File: config.mk
export PLATFORM = sky130hd
export DESIGN_NAME = nand_cycle_seq
export DESIGN_NICKNAME = d
export VERILOG_FILES = /design/src/rtl/nand_seq_pkg.sv /design/src/rtl/nand_phase_counter.sv /design/src/rtl/nand_bank_decode.sv /design/src/rtl/nand_cycle_seq.sv
export SDC_FILE = /design/constraint.sdc
export NUM_CORES = 1
export LEC_CHECK = 0
export BUFFER_PORTS_ARGS = -buffer_cell sky130_fd_sc_hd__buf_2
export CAP_MARGIN = 10
export CORE_ASPECT_RATIO = 0.8
export CORE_UTILIZATION = 40
export DETAILED_ROUTE_END_ITERATION = 16
export GPL_ROUTABILITY_DRIVEN = 0
export PLACE_DENSITY = 0.66
export SLEW_MARGIN = 10
export SYNTH_ARGS = -nofsm -noshare
export SYNTH_HDL_FRONTEND = slang
export SYNTH_HIERARCHICAL = 1
export SYNTH_SLANG_ARGS = --single-unit
File: constraint.sdc
create_clock -name clk -period 4.9 [get_ports clk]
set_input_delay 0.735 -clock clk [delete_from_list [all_inputs] [get_ports clk]]
set_output_delay 0.735 -clock clk [all_outputs]
set_load 0.05 [all_outputs]
File: src/rtl/nand_seq_pkg.sv
package nand_seq_pkg;

    typedef enum logic [2:0] {
        ST_IDLE,
        ST_HIZ,
        ST_SETUP,
        ST_TURN,
        ST_STROBE,
        ST_WAIT,
        ST_HOLD,
        ST_DONE
    } seq_state_e;

    typedef enum logic [1:0] {
        KIND_CMD  = 2'd0,
        KIND_ADDR = 2'd1,
        KIND_DATA = 2'd2
    } cycle_kind_e;

    function automatic cycle_kind_e decode_kind(input logic [1:0] code);
        case (code)
            2'd0:    return KIND_CMD;
            2'd1:    return KIND_ADDR;
            default: return KIND_DATA;
        endcase
    endfunction

endpackage

File: src/rtl/nand_phase_counter.sv
module nand_phase_counter #(
    parameter int W = 8
) (
    input  logic         clk,
    input  logic         rst_n,
    input  logic         load,
    input  logic [W-1:0] load_val,
    output logic         expired
);
    logic [W-1:0] cnt_d, cnt_q;

    always_comb begin
        cnt_d = cnt_q;
        if (load) begin
            cnt_d = load_val;
        end else if (cnt_q != '0) begin
            cnt_d = cnt_q - 1'b1;
        end
    end

    always_ff @(posedge clk or negedge rst_n) begin
        if (!rst_n) begin
            cnt_q <= '0;
        end else begin
            cnt_q <= cnt_d;
        end
    end

    assign expired = (cnt_q == '0);
endmodule

File: src/rtl/nand_bank_decode.sv
module nand_bank_decode #(
    parameter int NBANKS = 4,
    localparam int BANK_W = $clog2(NBANKS)
) (
    input  logic              enable,
    input  logic [BANK_W-1:0] bank,
    output logic [NBANKS-1:0] ce_n
);
    for (genvar i = 0; i < NBANKS; i++) begin : g_ce
        assign ce_n[i] = !(enable && (bank == BANK_W'(i)));
    end
endmodule

File: src/rtl/nand_cycle_seq.sv
module nand_cycle_seq #(
    parameter int DATA_W  = 8,
    parameter int NBANKS  = 4,
    parameter int SHORT_W = 4,
    parameter int LONG_W  = 8,
    localparam int BANK_W = $clog2(NBANKS)
) (
    input  logic              clk,
    input  logic              rst_n,
    input  logic              req_valid,
    input  logic [1:0]        req_kind,
    input  logic              req_write,
    input  logic [BANK_W-1:0] req_bank,
    input  logic [DATA_W-1:0] req_byte,
    input  logic [SHORT_W-1:0] cfg_cle_dly,
    input  logic [SHORT_W-1:0] cfg_ale_dly,
    input  logic [LONG_W-1:0] cfg_hiz,
    input  logic [LONG_W-1:0] cfg_hold,
    input  logic [LONG_W-1:0] cfg_wait,
    input  logic [LONG_W-1:0] cfg_setup,
    input  logic              dev_wait_n,
    input  logic [DATA_W-1:0] dq_in,
    output logic [DATA_W-1:0] dq_out,
    output logic              dq_oe,
    output logic [NBANKS-1:0] ce_n,
    output logic              cle,
    output logic              ale,
    output logic              re_n,
    output logic              we_n,
    output logic [DATA_W-1:0] rd_data,
    output logic              done,
    output logic              busy
);
    import nand_seq_pkg::*;

    localparam int PAD_W = LONG_W - SHORT_W;

    typedef struct packed {
        seq_state_e          st;
        logic                write;
        cycle_kind_e         kind;
        cycle_kind_e         prev;
        logic [BANK_W-1:0]   bank;
        logic [DATA_W-1:0]   wbyte;
        logic [DATA_W-1:0]   rbyte;
        logic [LONG_W-1:0]   setup;
        logic [LONG_W-1:0]   strobe;
        logic [LONG_W-1:0]   hold;
        logic                turn;
        logic [LONG_W-1:0]   turn_len;
    } seq_regs_t;

    seq_regs_t r_d, r_q;

    logic              cnt_load;
    logic [LONG_W-1:0] cnt_val;
    logic              cnt_zero;
    logic              active;
    logic              strobe_on;

    nand_phase_counter #(.W(LONG_W)) u_cnt (
        .clk      (clk),
        .rst_n    (rst_n),
        .load     (cnt_load),
        .load_val (cnt_val),
        .expired  (cnt_zero)
    );

    // Next-state and datapath for the whole sequencer.
    always_comb begin
        r_d      = r_q;
        cnt_load = 1'b0;
        cnt_val  = '0;
        case (r_q.st)
            ST_IDLE: begin
                if (req_valid) begin
                    r_d.write  = req_write;
                    r_d.kind   = decode_kind(req_kind);
                    r_d.prev   = decode_kind(req_kind);
                    r_d.bank   = req_bank;
                    r_d.wbyte  = req_byte;
                    r_d.setup  = cfg_setup;
                    r_d.strobe = cfg_wait;
                    r_d.hold   = cfg_hold;
                    // Turnaround depends on the latch line used by the previous access.
                    r_d.turn   = !req_write && (r_q.prev != KIND_DATA);
                    r_d.turn_len = (r_q.prev == KIND_CMD) ? {{PAD_W{1'b0}}, cfg_cle_dly}
                                                          : {{PAD_W{1'b0}}, cfg_ale_dly};
                    cnt_load = 1'b1;
                    if (req_write && (cfg_hiz != '0)) begin
                        r_d.st  = ST_HIZ;
                        cnt_val = cfg_hiz - 1'b1;
                    end else begin
                        r_d.st  = ST_SETUP;
                        cnt_val = cfg_setup;
                    end
                end
            end
            ST_HIZ: begin
                if (cnt_zero) begin
                    r_d.st   = ST_SETUP;
                    cnt_load = 1'b1;
                    cnt_val  = r_q.setup;
                end
            end
            ST_SETUP: begin
                if (cnt_zero) begin
                    cnt_load = 1'b1;
                    if (r_q.turn) begin
                        r_d.st  = ST_TURN;
                        cnt_val = r_q.turn_len;
                    end else begin
                        r_d.st  = ST_STROBE;
                        cnt_val = r_q.strobe;
                    end
                end
            end
            ST_TURN: begin
                if (cnt_zero) begin
                    r_d.st   = ST_STROBE;
                    cnt_load = 1'b1;
                    cnt_val  = r_q.strobe;
                end
            end
            ST_STROBE: begin
                if (cnt_zero) begin
                    if (dev_wait_n) begin
                        r_d.st   = ST_HOLD;
                        cnt_load = 1'b1;
                        cnt_val  = r_q.hold;
                        if (!r_q.write) begin
                            r_d.rbyte = dq_in;
                        end
                    end else begin
                        r_d.st = ST_WAIT;
                    end
                end
            end
            ST_WAIT: begin
                if (dev_wait_n) begin
                    r_d.st   = ST_HOLD;
                    cnt_load = 1'b1;
                    cnt_val  = r_q.hold;
                    if (!r_q.write) begin
                        r_d.rbyte = dq_in;
                    end
                end
            end
            ST_HOLD: begin
                if (cnt_zero) begin
                    r_d.st = ST_DONE;
                end
            end
            ST_DONE: begin
                r_d.st = ST_IDLE;
            end
            default: begin
                r_d.st = ST_IDLE;
            end
        endcase
    end

    always_ff @(posedge clk or negedge rst_n) begin
        if (!rst_n) begin
            r_q       <= '0;
            r_q.st    <= ST_IDLE;
            r_q.kind  <= KIND_DATA;
            r_q.prev  <= KIND_DATA;
        end else begin
            r_q <= r_d;
        end
    end

    // Pin decode from the registered state.
    assign active    = (r_q.st != ST_IDLE) && (r_q.st != ST_DONE);
    assign strobe_on = (r_q.st == ST_STROBE) || (r_q.st == ST_WAIT);

    nand_bank_decode #(.NBANKS(NBANKS)) u_bank (
        .enable (active),
        .bank   (r_q.bank),
        .ce_n   (ce_n)
    );

    assign cle     = active && (r_q.kind == KIND_CMD);
    assign ale     = active && (r_q.kind == KIND_ADDR);
    assign re_n    = !(strobe_on && !r_q.write);
    assign we_n    = !(strobe_on && r_q.write);
    assign dq_oe   = active && r_q.write && (r_q.st != ST_HIZ);
    assign dq_out  = r_q.wbyte;
    assign rd_data = r_q.rbyte;
    assign done    = (r_q.st == ST_DONE);
    assign busy    = (r_q.st != ST_IDLE);
endmodule

==> results of run 1 <==
==> cells in the final DEF, fill, tap and decap left out, drive strengths merged, types with 4 or more instances in the layout <==
cell,count
o31ai,5
buf,94
nand3b,6
dfrtp,60
nor2b,4
mux2i,10
a21oi,9
o21ai,14
clkbuf,10
o211ai,4
inv,13
mux2,10
a31oi,4
nor2,23
nand2,123
nand2b,6
nor3,7
xor2,4
nand3,5
==> power by group through the flow <==
stage / clock (mW) / combinational, mW / sequential [mW]
after floorplan: 0 / 1.01 / 0.859
after global placement: 0 / 1.11 / 0.944
after detailed placement: 0 / 1.12 / 0.953
after CTS: 0.516 / 1.13 / 0.944
after global routing: 0.543 / 1.23 / 0.986
final: 0.504 / 1.12 / 0.949
==> layout make-up <==
type,instances,area share (%)
multi-input cells,284,40.7
flip-flops and latches,61,37.5
repair buffers,94,11.7
clock buffers,10,3.38
well taps,108,3.32
clock inverters,6,2.12
inverters,13,1.20
==> sequential cells by signal, indices dropped and copies added (netlist names) <==
register / flops
r_q: 37
u_cnt/cnt_q: 8
rd_data: 8
dq_out: 8
==> worst max-delay path: cells and delay by family, from the launching register on <==
kind             cells  cell delay, ps
flip-flops           1             430
AO/OA/AOI/OAI        3             410
AND/OR/NAND/NOR      5            2630
==> worst min-delay path by stage <==
stage                                from               endpoint
floorplan                           rst_n  dq_out[0]$_DFFE_PN0P_
global placement    dq_out[3]$_DFFE_PN0P_  dq_out[3]$_DFFE_PN0P_
detailed placement    r_q[30]$_DFFE_PN0P_    r_q[30]$_DFFE_PN0P_
CTS                   r_q[30]$_DFFE_PN0P_    r_q[30]$_DFFE_PN0P_
global route        dq_out[4]$_DFFE_PN0P_  dq_out[4]$_DFFE_PN0P_
finish              dq_out[3]$_DFFE_PN0P_  dq_out[3]$_DFFE_PN0P_
==> through the flow <==
stage	hold slack, ps	setup slack, ps	cell area [um^2]
6_report	471	1320	4070
5_1_grt	493	1100	4070
4_1_cts	474	1390	4070
3_5_place_dp	456	1400	3840
3_3_place_gp	453	1550	3840
2_1_floorplan	438	1720	3430
==> cells by family (layout without fill, tap and decap cells) <==
| logic type | Yosys count | count (layout) | synth area share (%) |
|---|---|---|---|
| simple gates | 192 | 192 | 25.6 |
| fa+ha+maj | 3 | 3 | 1.09 |
| compound gates | 64 | 64 | 13.8 |
| flops | 61 | 61 | 44.5 |
| buf+inv | 51 | 123 | 7.48 |
| mux | 20 | 20 | 6.20 |
| xor+xnor | 5 | 5 | 1.28 |
==> metal layers <==
metal  up-vias  part of all wire, %  track usage (%)
met3        18                  5.3             4.69
met5         -                    0                0
li1       1471                    -                -
met2       109                   43             29.2
met4         0                  1.8             7.20
met1      1384                   50             27.8
==> impl_metrics.yaml, run 1 <==
outcome:
  status: "completed"
logic_synthesis:
  synthesis.area_um2: 3430
  synth.ff_latch_count: 61
  synthTopCellsByArea: "sky130_fd_sc_hd__dfrtp_1, sky130_fd_sc_hd__nand2_1, sky130_fd_sc_hd__buf_4"
  synth_area_leader_cell: "sky130_fd_sc_hd__dfrtp_1"
  asr_flop_ratio_synth_pct: 100
  synth_cells: 396
  yosys.cell_count.top_type: "sky130_fd_sc_hd__nand2_1"
  ys_types: 55
  synth-warning-count: 6
  synth_enable_flop_cells: 0
  postSynth.topFlopCell: "sky130_fd_sc_hd__dfrtp_1"
  synth_sequential_area_ratio_pct: 44.5
  synth_top_cells_by_count: "sky130_fd_sc_hd__nand2_1, sky130_fd_sc_hd__dfrtp_1, sky130_fd_sc_hd__nor2_1, sky130_fd_sc_hd__clkbuf_1, sky130_fd_sc_hd__buf_4"
  netlist.area_leader.share_pct: 43.8
  avgSynthCellArea_um2: 8.66
  syn_nets: 464
sta:
  fmax_ghz: 0.280
  final_max_slew_viol_count: 0
  timing.final.crit_period_ps: 3580
  final.period_utilization_pct: 73.0
  grt_setup_unrepaired: "no"
  totalNegativeSetupSlack_ps: 0
  fin_skew_ps: 10.3
  tightestPinTransition_ps: 1080
  setup_viol: 0
  finalHoldViolCount: 0
  timing.max_slew.rel_slack_pct: 27.3
placement:
  dp_wirelength_mm: 5.82
  dpl.cell_count: 560
  place.port_buffers: 91
layout:
  register_cell_area_after_layout_um2: 1530
  drive_gt1_share_pct: 27.8
  finalNonFillerCells: 576
  layout.filler_cells: 807
  combined_area_of_the_multi_input_logic_cells_um2: 1660
  area_growth_pct: 18.6
  utilization_pct: 50.1
  antenna-diode-count: 0
  nNetsFinal: 531
drt:
  routed-via-count: 2982
  drt_iter0_markers: 204
  drt-total-wl_mm: 8.15
  avgViaCountPerCell: 5.18
  final_antenna_net_count: 0
  post-route-drc-count: 0
  detail_route.wl_per_cell_um: 14.1
  drt_first_pass_iters: 5
floorplan:
  die_w_um: 106
  die_height_um: 84.8
  area_of_the_core_um2: 8130
  start_util_pct: 42.2
  placementRows: 29
  io_pins: 92
  die-area_um2: 8950
clocking:
  cts-htree-levels: 3
  postCtsSetupBuffers: 0
  cts_tree: "done"
  cts.path.max_buffers: 2
  cts-resized-gates: 0
  holdBufCountCts: 0
  clock_sinks: 61
  clockRootBuffer: "sky130_fd_sc_hd__clkbuf_8"
  post_cts_clock_slew_at_the_launch_and_capture_registers_of_the_worst_setup_and_hold_paths_ps: 70
  cts-buffers-inserted: 9
  clk-insertion-delay-late_ps: 350
power:
  power_frac_comb_pct: 43.6
  maximum_ir_drop_on_the_vdd_rail_v: 0.000300
  power.share.sequential_pct: 36.9
  power.static_leakage_nw: 2.04
  clock_share_of_power_pct: 19.6
  p_switching_mw: 1.16
  intPower_mw: 1.41
  p_total_mw: 2.57
  switching_share_pct: 45.2
  power.density_cell_area_nw_per_um2: 632
critical_path:
  critical_path_required_ps: 5140
  crit_path_start: "u_cnt/cnt_q[3]$_DFFE_PN0P_"
  cp_slowest_cell: "sky130_fd_sc_hd__nor4bb_1"
  timing.critical_path.to: "u_cnt/cnt_q[5]$_DFFE_PN0P_"
  end_kind: "flip-flop"
  worstReg2RegEnd: "u_cnt/cnt_q[5]$_DFFE_PN0P_"
  cp_max_fo: 14
  rrSetupSlack_ps: 1320
  critical-path-top-cell-by-count: "sky130_fd_sc_hd__a221oi_1"
  critPathKind: "reg2reg"
  crit_path_cell_trace: "or4_1 > nor3_2 > nor4bb_1 > and2_1 > a221oi_1 > o221ai_1 > nor2_1 > a221oi_1"
  critical_path_arrival_ps: 3820
  crit-reg2reg-launch: "u_cnt/cnt_q[3]$_DFFE_PN0P_"
  reg2regPathDepth: 8
  timing.critical_path.slowest_cell_delay_ps: 1000
  critical_path.startpoint_type: "flip-flop"
grt:
  first_global_vias: 2795
  grt_first_pass_wirelength_mm: 13.8
  grt_start_max_net_pins: 62
  globalRoute.totalOverflow: 0
  gr-usage-all-layers_pct: 19.6
  antenna_found_initial: 0
hold_path:
  hp-class: "reg2reg"
  timing.hold.worst_path_depth: 2
run:
  timing.max_cap.violations: 0
(Power assumes the default switching activity.)
==> run 2, diff against run 1 <==
- clock period: 4.9 -> 3.7 ns (I/O delays scaled with it)
==> run 2 against run 1 <==
  * Design area hardly changed
  * Total power up 27%
  * Global-route usage fell by 0.68 points
  * Sequential share of layout area barely moved
  * Utilization barely moved
  * First-iteration DRC count decreased by 13%
  * Clock-buffer cell count fell by 1
  * Register-to-register slack worse by 310 ps
  * Critical path depth shrank 3
  * Sequential power increased by 32%
  * Sequential cell count unchanged
==> impl_metrics.yaml, run 2 (synthesis results as in run 1) <==
placement:
  dpl.cell_count: 566
  preCtsSetupSlack_ps: 1050
  place.port_buffers: 91
  dp_wirelength_mm: 6.00
  placedInstanceArea_um2: 3890
clocking:
  cts_tree: "done"
  cts-resized-gates: 0
  cts-buffers-inserted: 9
  cts.path.max_buffers: 2
  clk-insertion-delay-late_ps: 340
  post_cts_clock_slew_at_the_launch_and_capture_registers_of_the_worst_setup_and_hold_paths_ps: 70
  cts-htree-levels: 3
  holdBufCountCts: 0
  clock_sinks: 61
  postCtsSetupBuffers: 0
  clockRootBuffer: "sky130_fd_sc_hd__clkbuf_8"
critical_path:
  cp_max_fo: 21
  cp_slowest_cell: "sky130_fd_sc_hd__dfrtp_1"
  critPathKind: "reg2out"
  critical_path_required_ps: 3140
  timing.critical_path.to: "ce_n[0]"
  crit_path_start: "r_q[57]$_DFFE_PN0P_"
  rrSetupSlack_ps: 1010
  crit_path_cell_trace: "or3_1 > nand2_1 > inv_1 > or3b_1 > buf_2"
  worstReg2RegEnd: "u_cnt/cnt_q[7]$_DFFE_PN0P_"
  crit-reg2reg-launch: "u_cnt/cnt_q[0]$_DFFE_PN0P_"
  crit_buf_inv: 2
  critical_path_arrival_ps: 2210
  reg2regPathDepth: 12
  cp_num_cells: 5
  timing.critical_path.slowest_cell_delay_ps: 810
  critical_path.startpoint_type: "flip-flop"
  critical-path-top-delay-family: "flip-flops"
  end_kind: "primary output"
power:
  power.density_cell_area_nw_per_um2: 805
  power.static_leakage_nw: 2.04
  p_total_mw: 3.27
  maximum_ir_drop_on_the_vdd_rail_v: 0.000471
layout:
  finalInstanceArea_um2: 4070
  mostFrequentLayoutCell: "sky130_fd_sc_hd__nand2_1"
  finalNonFillerCells: 582
  largest_reg_flops: 37
  layout.cells.most_common_list: "sky130_fd_sc_hd__nand2_1, sky130_fd_sc_hd__buf_2, sky130_fd_sc_hd__dfrtp_1"
  area_growth_pct: 18.5
  antenna-diode-count: 0
  drive_gt1_share_pct: 28.7
  nNetsFinal: 537
  utilization_pct: 50.0
  registers.top_by_ff_count: "r_q"
floorplan:
  die-area_um2: 8950
  die_height_um: 84.8
  start_util_pct: 42.2
  die_w_um: 106
  area_of_the_core_um2: 8130
  placementRows: 29
  io_pins: 92
hold_path:
  hp-class: "in2async"
drt:
  detail_route.wl_per_cell_um: 13.8
  routed-via-count: 2962
  final_antenna_net_count: 0
  drt_iter0_markers: 178
  drt_first_pass_iters: 4
  drt-total-wl_mm: 8.02
  post-route-drc-count: 0
  avgViaCountPerCell: 5.09
sta:
  final.setup.worst_slack_ps: 939
  totalNegativeSetupSlack_ps: 0
  timing.final.crit_period_ps: 2760
  final_max_slew_viol_count: 0
  grt_setup_unrepaired: "no"
  tightestPinTransition_ps: 734
  final.period_utilization_pct: 74.6
  finalHoldViolCount: 0
  timing.max_slew.rel_slack_pct: 51.1
  setup_viol: 0
  finalHoldWorstSlack_ps: 275
  fin_skew_ps: 5.61
  fmax_ghz: 0.362
outcome:
  status: "completed"
run:
  timing.max_cap.violations: 0
grt:
  grt_start_max_net_pins: 35
  globalRoute.totalOverflow: 0
  antenna_found_initial: 0
  gr-usage-all-layers_pct: 18.9
  grt_first_pass_wirelength_mm: 13.3
  first_global_vias: 2801
[run 2: changes by cell type in the layout (fill, tap and decap cells not counted), sizes merged]
cell | before | now
buf | 94 | 100
clkbuf | 10 | 9
inv | 13 | 14
bufinv | 2 | 0
clkinv | 3 | 4
clkinvlp | 1 | 2
[run 2: metal layers]
metal	routed length, um	GRT usage [%]	up-vias
met5	0	0	-
met4	57	6.19	0
met3	575	4.76	6
met2	3550	29.1	109
met1	3830	26.2	1368
li1	-	-	1479
[run 2: worst register-to-register path, cell delays in order (launching register included)]
cell	delay [ps]
sky130_fd_sc_hd__dfrtp_1	390
sky130_fd_sc_hd__inv_1	60
sky130_fd_sc_hd__ha_1	220
sky130_fd_sc_hd__nand2b_1	280
sky130_fd_sc_hd__nor3_2	80
sky130_fd_sc_hd__buf_4	190
sky130_fd_sc_hd__nor2_1	230
sky130_fd_sc_hd__nor3_1	110
sky130_fd_sc_hd__buf_4	200
sky130_fd_sc_hd__a222oi_1	330
sky130_fd_sc_hd__o21ai_0	210
sky130_fd_sc_hd__nand2_1	110
sky130_fd_sc_hd__o311ai_0	130
[run 2: worst min path at each step]
stage | end | cells after the start | slack [ps]
final | dq_out[0]$_DFFE_PN0P_ | 1 | 270
after floorplan | dq_out[0]$_DFFE_PN0P_ | 0 | 260
after detailed placement | r_q[30]$_DFFE_PN0P_ | 2 | 460
after global placement | dq_out[3]$_DFFE_PN0P_ | 2 | 450
after CTS | rd_data[7]$_DFFE_PN0P_ | 1 | 280
after global routing | rd_data[5]$_DFFE_PN0P_ | 1 | 330
[run 2: power by group]
group | internal [mW] | total (mW) | switching [mW]
Clock | 0.244 | 0.519 | 0.275
Sequential | 0.979 | 1.25 | 0.269
Combinational | 0.507 | 1.51 | 0.999
[run 2: final cells by class]
cell class	count	area [um^2]
fillers	828	4060
repair buffers	100	523
multi-input cells	284	1660
inverters	13	48.8
clock inverters	7	51.3
clock buffers	9	124
flip-flops and latches	61	1530
well taps	108	135
==> run 3, diff against run 2 <==
- ABC_AREA: default -> 1
- PLACE_DENSITY: 0.66 -> 0.68
- clock period: 3.7 -> 2.5 ns (I/O delays scaled with it)
==> run 3 against run 2 <==
  * Total power up 83%
  * Register-to-register slack worse by 690 ps
  * Design area up 9.9%
  * Hold slack worse by 180 ps
  * Final cell count up 23%
  * Sequential cell count unchanged
  * Sequential power up 46%
  * Clock power rose to 2.6 times the previous value
  * Highest routed layer unchanged
  * Largest cell class unchanged
  * Global-route usage up 3.6 points
  * Clock-buffer cell count up 3
  * Die area up 7.7%
==> impl_metrics.yaml, run 3 <==
critical_path:
  timing.critical_path.slowest_cell_delay_ps: 560
  crit_path_cell_trace: "inv_2 > a21oi_2 > inv_1 > nor3_1 > buf_2"
  cp_slowest_cell: "sky130_fd_sc_hd__dfrtp_1"
  critical_path.startpoint_type: "flip-flop"
  end_kind: "primary output"
  critical_path_required_ps: 2120
  critical_path_arrival_ps: 1970
  critPathKind: "reg2out"
  cp_max_fo: 10
sta:
  final_max_slew_viol_count: 0
  finalHoldWorstSlack_ps: 94.2
  grt_setup_unrepaired: "no"
  setup_viol: 0
  timing.final.crit_period_ps: 2350
  timing.max_slew.rel_slack_pct: 53.8
  final.period_utilization_pct: 93.8
  totalNegativeSetupSlack_ps: 0
  tightestPinTransition_ps: 693
  finalHoldViolCount: 0
  fmax_ghz: 0.426
  fin_skew_ps: 4.36
clocking:
  postCtsSetupBuffers: 0
  clk-insertion-delay-late_ps: 330
  cts-resized-gates: 0
  post_cts_clock_slew_at_the_launch_and_capture_registers_of_the_worst_setup_and_hold_paths_ps: 50
  cts.path.max_buffers: 2
  holdBufCountCts: 0
  cts_tree: "done"
  cts-htree-levels: 3
  clockRootBuffer: "sky130_fd_sc_hd__clkbuf_16"
  clock_sinks: 61
  cts-buffers-inserted: 9
run:
  timing.max_cap.violations: 0
placement:
  place.port_buffers: 91
  dp_wirelength_mm: 7.34
drt:
  routed-via-count: 3636
  post-route-drc-count: 0
  detail_route.wl_per_cell_um: 14.0
  drt_iter0_markers: 223
  met2_wirelength_mm: 4.22
  met1Wirelength_mm: 4.72
  avgViaCountPerCell: 5.09
  drt_first_pass_iters: 7
  wl_met3_um: 862
  final_antenna_net_count: 0
  drt-total-wl_mm: 10.0
  routed.top_layer: "met4"
logic_synthesis:
  postSynth.topFlopCell: "sky130_fd_sc_hd__dfrtp_1"
  asr_flop_ratio_synth_pct: 100
  synth_enable_flop_cells: 0
  avgSynthCellArea_um2: 7.03
  synth_area_leader_cell: "sky130_fd_sc_hd__dfrtp_1"
  synthTopCellsByArea: "sky130_fd_sc_hd__dfrtp_1, sky130_fd_sc_hd__nand2_1, sky130_fd_sc_hd__nand3_1"
  syn_nets: 594
  synth-warning-count: 6
  synth_cells: 526
  ys_types: 31
  yosys.cell_count.top_type: "sky130_fd_sc_hd__nand2_1"
  synth.ff_latch_count: 61
  synthesis.area_um2: 3700
  netlist.area_leader.share_pct: 40.6
  synth_top_cells_by_count: "sky130_fd_sc_hd__nand2_1, sky130_fd_sc_hd__dfrtp_1, sky130_fd_sc_hd__nand3_1, sky130_fd_sc_hd__nor2_1, sky130_fd_sc_hd__inv_1"
  synth_sequential_area_ratio_pct: 41.3
floorplan:
  die_height_um: 88.0
  io_pins: 92
  die_w_um: 110
  placementRows: 30
  die-area_um2: 9640
  area_of_the_core_um2: 8710
  start_util_pct: 42.5
layout:
  nNetsFinal: 667
  drive_gt1_share_pct: 23.2
  register_cell_area_after_layout_um2: 1530
  layout.cells.most_common_list: "sky130_fd_sc_hd__nand2_1, sky130_fd_sc_hd__buf_2, sky130_fd_sc_hd__dfrtp_1"
  combined_area_of_the_multi_input_logic_cells_um2: 1770
  layout.filler_cells: 873
  largest_reg_flops: 37
  registers.top_by_ff_count: "r_q"
  area_growth_pct: 20.7
  antenna-diode-count: 0
  mostFrequentLayoutCell: "sky130_fd_sc_hd__nand2_1"
hold_path:
  hp-class: "in2async"
power:
  power.static_leakage_nw: 2.43
  maximum_ir_drop_on_the_vdd_rail_v: 0.000767
  power.density_cell_area_nw_per_um2: 1340
  p_total_mw: 6.00
grt:
  antenna_found_initial: 0
  grt_first_pass_wirelength_mm: 16.5
  globalRoute.totalOverflow: 0
  gr-usage-all-layers_pct: 22.5
  first_global_vias: 3443
  grt_start_max_net_pins: 34
outcome:
  status: "completed"
-- run 3: cell count changes in the layout (fill, tap and decap cells not counted), sizes merged, moves of 5 or more --
cell,previous run,this run
inv,14,45
o21ai,14,38
mux2,10,0
nand2,123,200
nand2b,6,0
nor2,23,51
mux2i,10,0
nand3,5,57
nand4,0,10
nand3b,6,1
-- run 3: per-stage QoR --
stage          util (%)  setup WS, ps  instance area, um^2  cells
2_1_floorplan         -          -144                 3700    526
3_5_place_dp       47.5           336                 4140    700
4_1_cts            51.2          51.2                 4460    715
6_report           51.3           154                 4470    715
3_3_place_gp       47.5           442                 4140    700
5_1_grt            51.3          40.5                 4470    715
-- run 3: worst paths after layout --
| kind | startpoint | end | slack (ps) | cells past startpoint |
|---|---|---|---|---|
| max reg2reg | u_cnt/cnt_q[0]$_DFFE_PN0P_ | u_cnt/cnt_q[4]$_DFFE_PN0P_ | 320 | 11 |
| min reg2reg | dq_out[4]$_DFFE_PN0P_ | dq_out[4]$_DFFE_PN0P_ | 480 | 2 |
| min | rst_n | dq_out[7]$_DFFE_PN0P_ | 90 | 1 |
| min in group clk | req_byte[3] | dq_out[3]$_DFFE_PN0P_ | 240 | 3 |
| max in group asynchronous | rst_n | r_q[30]$_DFFE_PN0P_ | 1790 | 2 |
| max | r_q[58]$_DFFE_PN0P_ | cle | 150 | 5 |
-- run 3: per-layer routing --
metal,global-route usage (%),up-vias
li1,-,1812
met1,31.4,1654
met2,33.6,153
met3,6.18,17
met4,7.52,0
met5,0,-
-- run 3: power breakdown --
part / switching [mW] / total (mW) / internal [mW]
registers: 0.372 / 1.83 / 1.45
logic: 2.03 / 2.81 / 0.783
clock network: 0.436 / 1.36 / 0.923
-- run 3: area by class of cell --
cell class	instances	area share, %
Timing Repair Buffer	98	11.9
Tap cell	112	3.14
Inverter	45	3.78
Multi-Input combinational cell	384	39.7
Clock buffer	12	5.74
Clock inverter	3	1.54
Sequential cell	61	34.2
-- run 3: logic make-up (layout without fill, tap and decap cells) --
| family | count (synthesis) | after routing | synth area share [%] |
|---|---|---|---|
| flip-flops | 61 | 61 | 41.3 |
| buffers and inverters | 81 | 158 | 10.9 |
| AO/OA/AOI/OAI | 51 | 51 | 8.05 |
| AND/OR/NAND/NOR | 329 | 329 | 38.5 |
| XOR/XNOR | 1 | 1 | 0.237 |
| adder cells (fa/ha/maj) | 3 | 3 | 1.01 |
-- run 3: worst max-delay path: cells and delay by family (launching register included) --
family	cells	cell delay, ps
flops	1	560
simple gates	1	150
compound gates	1	330
buf+inv	3	600
